[config.mk]
export PLATFORM = sky130hd
export DESIGN_NAME = ret_ring_stack
export DESIGN_NICKNAME = d
export VERILOG_FILES = /design/src/rtl/rstk_pkg.sv /design/src/rtl/rstk_ptr.sv /design/src/rtl/rstk_store.sv /design/src/rtl/ret_ring_stack.sv
export SDC_FILE = /design/constraint.sdc
export NUM_CORES = 1
export LEC_CHECK = 0
export ABC_AREA = 1
export BUFFER_PORTS_ARGS = -buffer_cell sky130_fd_sc_hd__buf_2
export CAP_MARGIN = 20
export CORE_MARGIN = 2
export CORE_UTILIZATION = 45
export CTS_CLUSTER_DIAMETER = 40
export DETAILED_ROUTE_END_ITERATION = 7
export GPL_TIMING_DRIVEN = 0
export SETUP_SLACK_MARGIN = 0.02
export SYNTH_ARGS = -nofsm -noshare
export SYNTH_HDL_FRONTEND = slang
export SYNTH_SLANG_ARGS = --single-unit
[constraint.sdc]
create_clock -name clk -period 4.28 [get_ports clk]
set_input_delay 0.428 -clock clk [delete_from_list [all_inputs] [get_ports clk]]
set_output_delay 0.428 -clock clk [all_outputs]
set_load 0.02 [all_outputs]
[src/rtl/rstk_pkg.sv]
// Package: shared operation encoding for the return stack.
// Assumes: the stack depth is a power of two, so pointer arithmetic wraps naturally.
package rstk_pkg;

    typedef enum logic [1:0] {
        STK_IDLE = 2'b00,
        STK_PUSH = 2'b01,
        STK_POP  = 2'b10,
        STK_SWAP = 2'b11
    } stk_op_e;

    // Combine the two strobes into one operation code.
    function automatic stk_op_e classify(input logic push, input logic pop);
        return stk_op_e'({pop, push});
    endfunction

endpackage

[src/rtl/rstk_ptr.sv]
// Module: rstk_ptr
// Keeps the hidden ring pointer and derives the write and read slot indices.
// Assumes: DEPTH is a power of two; push during reset is suppressed here.
module rstk_ptr #(
    parameter int DEPTH = 8,
    localparam int PTR_W = $clog2(DEPTH)
) (
    input  logic             clk,
    input  logic             rst_n,
    input  logic             push_i,
    input  logic             pop_i,
    output logic             wr_en_o,
    output logic [PTR_W-1:0] wr_idx_o,
    output logic [PTR_W-1:0] rd_idx_o
);
    import rstk_pkg::*;

    stk_op_e          op;
    logic [PTR_W-1:0] ptr_q;
    logic [PTR_W-1:0] ptr_dec;
    logic [PTR_W-1:0] ptr_inc;
    logic             armed_q;

    // Decode the strobes and form the neighbouring pointer values.
    always_comb begin
        op      = classify(push_i, pop_i);
        ptr_dec = ptr_q - PTR_W'(1);
        ptr_inc = ptr_q + PTR_W'(1);
    end

    // Pointer register: advance on push, retreat on pop, hold otherwise.
    always_ff @(posedge clk) begin
        if (!rst_n) begin
            ptr_q <= '0;
        end else begin
            case (op)
                STK_PUSH: ptr_q <= ptr_inc;
                STK_POP:  ptr_q <= ptr_dec;
                default:  ptr_q <= ptr_q;
            endcase
        end
    end

    // Slot selection: a swap rewrites the top slot, a push writes the free slot.
    always_comb begin
        wr_en_o  = push_i && rst_n;
        wr_idx_o = (op == STK_SWAP) ? ptr_dec : ptr_q;
        rd_idx_o = ptr_dec;
    end

    // Marks cycles whose previous cycle was out of reset, for history checks.
    always_ff @(posedge clk) begin
        if (!rst_n) armed_q <= 1'b0;
        else        armed_q <= 1'b1;
    end

    assert_push_advance_R2: assert property (@(posedge clk) disable iff (!rst_n)
        (armed_q && $past(push_i && !pop_i)) |-> ptr_q == PTR_W'($past(ptr_q) + 1'b1));

    assert_pop_retreat_R3: assert property (@(posedge clk) disable iff (!rst_n)
        (armed_q && $past(pop_i && !push_i)) |-> ptr_q == PTR_W'($past(ptr_q) - 1'b1));

    assert_ptr_hold_R8: assert property (@(posedge clk) disable iff (!rst_n)
        (armed_q && $past(push_i == pop_i)) |-> $stable(ptr_q));

    assert_reset_ptr_R6: assert property (@(posedge clk)
        !rst_n |=> ptr_q == '0);

    assert_no_write_in_reset_R6: assert property (@(posedge clk)
        !rst_n |-> !wr_en_o);

endmodule

[src/rtl/rstk_store.sv]
// Module: rstk_store
// The ring of address slots: one write port, one combinational read port.
// Assumes: entries are never reset; rst_n is used only to qualify checks.
module rstk_store #(
    parameter int DEPTH  = 8,
    parameter int ADDR_W = 13,
    localparam int PTR_W = $clog2(DEPTH)
) (
    input  logic              clk,
    input  logic              rst_n,
    input  logic              wr_en_i,
    input  logic [PTR_W-1:0]  wr_idx_i,
    input  logic [ADDR_W-1:0] wr_data_i,
    input  logic [PTR_W-1:0]  rd_idx_i,
    output logic [ADDR_W-1:0] rd_data_o
);
    logic [ADDR_W-1:0] slot_q [DEPTH];
    logic              armed_q;

    for (genvar s = 0; s < DEPTH; s++) begin : g_slot
        // Slot register: load when selected by the write port.
        always_ff @(posedge clk) begin
            if (wr_en_i && (wr_idx_i == PTR_W'(s))) slot_q[s] <= wr_data_i;
        end
    end

    // Read port: the slot chosen by the pointer logic.
    always_comb rd_data_o = slot_q[rd_idx_i];

    // History qualifier for the write check.
    always_ff @(posedge clk) begin
        if (!rst_n) armed_q <= 1'b0;
        else        armed_q <= 1'b1;
    end

    assert_slot_written_R1: assert property (@(posedge clk) disable iff (!rst_n)
        (armed_q && $past(wr_en_i)) |-> slot_q[$past(wr_idx_i)] == $past(wr_data_i));

endmodule

[src/rtl/ret_ring_stack.sv]
// Module: ret_ring_stack (top)
// Eight-deep circular return-address stack with no status flags.
// Assumes: the caller strobes push on call/interrupt entry and pop on return.
module ret_ring_stack #(
    parameter int DEPTH  = 8,
    parameter int ADDR_W = 13,
    localparam int PTR_W = $clog2(DEPTH)
) (
    input  logic              clk,
    input  logic              rst_n,
    input  logic              push_i,
    input  logic [ADDR_W-1:0] push_addr_i,
    input  logic              pop_i,
    output logic [ADDR_W-1:0] pop_addr_o
);
    logic             wr_en;
    logic [PTR_W-1:0] wr_idx;
    logic [PTR_W-1:0] rd_idx;
    logic             armed_q;

    rstk_ptr #(.DEPTH(DEPTH)) u_ptr (
        .clk      (clk),
        .rst_n    (rst_n),
        .push_i   (push_i),
        .pop_i    (pop_i),
        .wr_en_o  (wr_en),
        .wr_idx_o (wr_idx),
        .rd_idx_o (rd_idx)
    );

    rstk_store #(.DEPTH(DEPTH), .ADDR_W(ADDR_W)) u_store (
        .clk       (clk),
        .rst_n     (rst_n),
        .wr_en_i   (wr_en),
        .wr_idx_i  (wr_idx),
        .wr_data_i (push_addr_i),
        .rd_idx_i  (rd_idx),
        .rd_data_o (pop_addr_o)
    );

    // History qualifier for the port-level checks.
    always_ff @(posedge clk) begin
        if (!rst_n) armed_q <= 1'b0;
        else        armed_q <= 1'b1;
    end

    assert_swap_top_R7: assert property (@(posedge clk) disable iff (!rst_n)
        (armed_q && $past(push_i && pop_i)) |-> pop_addr_o == $past(push_addr_i));

    assert_push_top_R1: assert property (@(posedge clk) disable iff (!rst_n)
        (armed_q && $past(push_i && !pop_i)) |-> pop_addr_o == $past(push_addr_i));

    assert_idle_top_R8: assert property (@(posedge clk) disable iff (!rst_n)
        (armed_q && $past(!push_i && !pop_i)) |-> $stable(pop_addr_o));

endmodule

==> metrics.txt <==
status=finished, final reports clean; Vias/cell=4.762; CTS buffer count=9; Post-synth top flop=edfxtp_1; clock power share=25.6%; number of diodes=0; cell taking the most area after synthesis=edfxtp_1; Die X=108.4 um; CP max stage cell=dfxtp_1; final instance area=5473 sq um; row cnt=38; Max Cap Viol=0; CTS H-Tree Depth=3; FF/Latch Area=3183 sq um; reg2reg setup slack=1.42 ns; Yosys reg bits=107; Netlist cell types=20; die area=11760 sq um; sw frac=29.73%; Synth top cells by count=nand2_1, inv_1, edfxtp_1; Die Span Y=108.4 um; GP Congestion=0.7823; Pins Over Slew Limit=0; hold crit path type=in2reg; initial antenna violation count=0; Seq pwr share=51.9%; PortBufs=29; RSZ-0062 raised after global routing=false; drt first-iter violations=233; Tightest Pin Transition=0.9499 ns; R2R Path End=u_store.slot_q[2][7]$_DFFE_PP_; Final Hold Viols=0; Layout Skew=0.004775 ns; DRC viols=0; slew margin rel.=36.61%; Fillers=997; placed cell areas=5300 sq um; critical path startpoint=u_ptr.ptr_q[0]$_SDFFE_PN0P_; sequential fraction of the synthesis area=64.86%; Max stage delay on crit path=0.37 ns; CTS clk-pin slew, worst paths=0.09 ns; Antenna Nets Post-Route=0; fin crit share=67.26%; Longest Clk Path Bufs=2; Post-synth EDFFs=104; # hold bufs at CTS=0; dominant cells by area after synthesis=edfxtp_1, nand2_1, inv_1; final worst path period need=2.879 ns; number of global-route vias before repair=3134; syn nets=527; TritonCTS clock tree=yes; Post-CTS Repair Setup Buffers=0; Power Density=416.8 nW/um^2; TritonRoute pass-1 iters=5; gr usage total=20.14%; Worst setup endpoint=pop_addr_o[11]; Post-Synthesis Cell Area=4907 sq um; Async SR Flop Fraction=0%; I/O pin count=30; final WL=10.84 mm; final core utilization=50.93%; Setup Crit Path Kind=reg2out; setup TNS=0 ns; Psw=0.0006781 W; multi-input logic area=1147 sq um; Congestion Overflow GR=0; Area growth syn-to-layout=11.52%; startpoint types=flip-flop; first-pass GRT wire length=16.82 mm; Worst EP arrival=2.45 ns; cell internal pwr=0.001603 W; layout cells sized above 1=13.18%; core area=10750 sq um; CTS Sinks=107; part of the power in combinational logic=22.5%; worst vdd ir=0.2178 mV; fmax=0.3474 GHz; post_cts resized=0; Vias=3305; worst r2r src=u_ptr.ptr_q[0]$_SDFFE_PN0P_; Most common cell on crit path=nand2_1; CP endpoint kind=output port; CP Data Required Time=3.85 ns; sequence of cells on the critical path=buf_6 -> inv_4 -> buf_6 -> ha_1 -> inv_2 -> buf_2 -> nand3_1 -> nand2_1 -> nand2_1 -> nand2_1 -> buf_2; Syn Area/Cell=9.717 sq um; LEAKAGE=2.577 nW; Mapped Cells=505; Worst-Skew Late Latency=0.38 ns; Synth Warn #=0; Root Driver=clkbuf_8; Setup Viol. Count Final=0; Worst R2R Path Depth=11; most instantiated library cell after synthesis=nand2_1; top-area cell type share of the netlist area=63.64%; Initial Utilization=45.67%; WL/cell=15.61 um; DP HPWL=7.102 mm; largest net degree at the start of global routing=16; crit-path max FO=10; nets@finish=573
[critical path: cells and delay by family, from the launching register on]
kind          cells  cell delay, ns
flops             1            0.37
buf+inv           6            1.05
simple gates      4            0.31
fa+ha+maj         1            0.32
[layer usage]
| layer | track usage (%) | up-vias | part of all wire [%] |
|---|---|---|---|
| met5 | 0 | - | 0 |
| met4 | 7.784 | 0 | 2.0 |
| met3 | 3.315 | 14 | 4.0 |
| met2 | 33.57 | 73 | 49 |
| met1 | 26.39 | 1569 | 45 |
| li1 | - | 1649 | - |
[flip-flops by register name (all words and copies together) (netlist names)]
signal          cells
u_store.slot_q    104
u_ptr.ptr_q         3
[cells in the final DEF, fill, tap and decap left out]
cell type / synthesis / routed
nand2_1: 179 / 179
inv_1: 113 / 113
edfxtp_1: 104 / 104
nand3_1: 57 / 57
buf_2: 7 / 36
buf_6: 6 / 12
clkbuf_8: 0 / 9
nor2_1: 10 / 8
buf_4: 5 / 5
ha_1: 5 / 5
inv_2: 3 / 3
o21ai_0: 3 / 3
dfxtp_1: 3 / 3
xor2_1: 2 / 2
nor2_2: 0 / 2
a21oi_1: 2 / 2
clkbuf_1: 0 / 2
inv_4: 1 / 1
nand2_2: 1 / 1
xnor2_1: 1 / 1
o21ai_2: 1 / 1
a21boi_2: 1 / 1
a21boi_0: 1 / 1
clkinv_1: 0 / 1
clkinvlp_4: 0 / 1
bufinv_16: 0 / 1
[worst min path at each step]
stage	startpoint	end	slack, ns	cells after the start
after CTS	push_addr_i[1]	u_store.slot_q[2][1]$_DFFE_PP_	0.30	1
after detailed placement	u_ptr.ptr_q[2]$_SDFFE_PN0P_	u_ptr.ptr_q[2]$_SDFFE_PN0P_	0.60	4
final	rst_n	u_ptr.ptr_q[2]$_SDFFE_PN0P_	0.32	3
after floorplan	push_addr_i[0]	u_store.slot_q[0][0]$_DFFE_PP_	0.53	0
after global placement	u_ptr.ptr_q[2]$_SDFFE_PN0P_	u_ptr.ptr_q[2]$_SDFFE_PN0P_	0.58	4
after global routing	push_addr_i[1]	u_store.slot_q[2][1]$_DFFE_PP_	0.31	1
[power by group through the flow]
| stage | clock network (W) | registers [W] | logic (W) |
|---|---|---|---|
| floorplan | 0 | 0.00121 | 0.000339 |
| global placement | 0 | 0.00121 | 0.000505 |
| detailed placement | 0 | 0.00121 | 0.000519 |
| CTS | 0.000592 | 0.00118 | 0.000521 |
| global route | 0.000631 | 0.00119 | 0.000574 |
| finish | 0.000584 | 0.00118 | 0.000513 |
[layout make-up]
class                           instances  area share, %
Sequential cell                       107          58.16
Multi-Input combinational cell        263          20.96
Inverter                              117          8.070
Timing Repair Buffer                   35          3.887
Tap cell                              140          3.201
Buffer                                 18          2.561
Clock buffer                           11          2.401
Clock inverter                          3         0.7545
[cells by family after synthesis]
logic type / count (synthesis) / share of synthesized area [%]
AND/OR/NAND/NOR: 247 / 20.40
buffers and inverters: 135 / 11.86
flip-flops: 107 / 64.87
AO/OA/AOI/OAI: 8 / 1.071
adder cells (fa/ha/maj): 5 / 1.275
XOR/XNOR: 3 / 0.5355
[per-stage QoR]
stage                     std cells  hold slack, ns  worst slack, ns  total power [W]
final                           694          0.3157            1.401         0.002281
after global routing            694          0.3065            1.190         0.002391
after CTS                       694          0.3009            1.347         0.002297
after detailed placement        680          0.6003            1.406         0.001727
after global placement          674          0.5793            1.136         0.001714
after floorplan                 505          0.5269            1.902         0.001546
No activity file was read; power rests on OpenSTA's default activity.
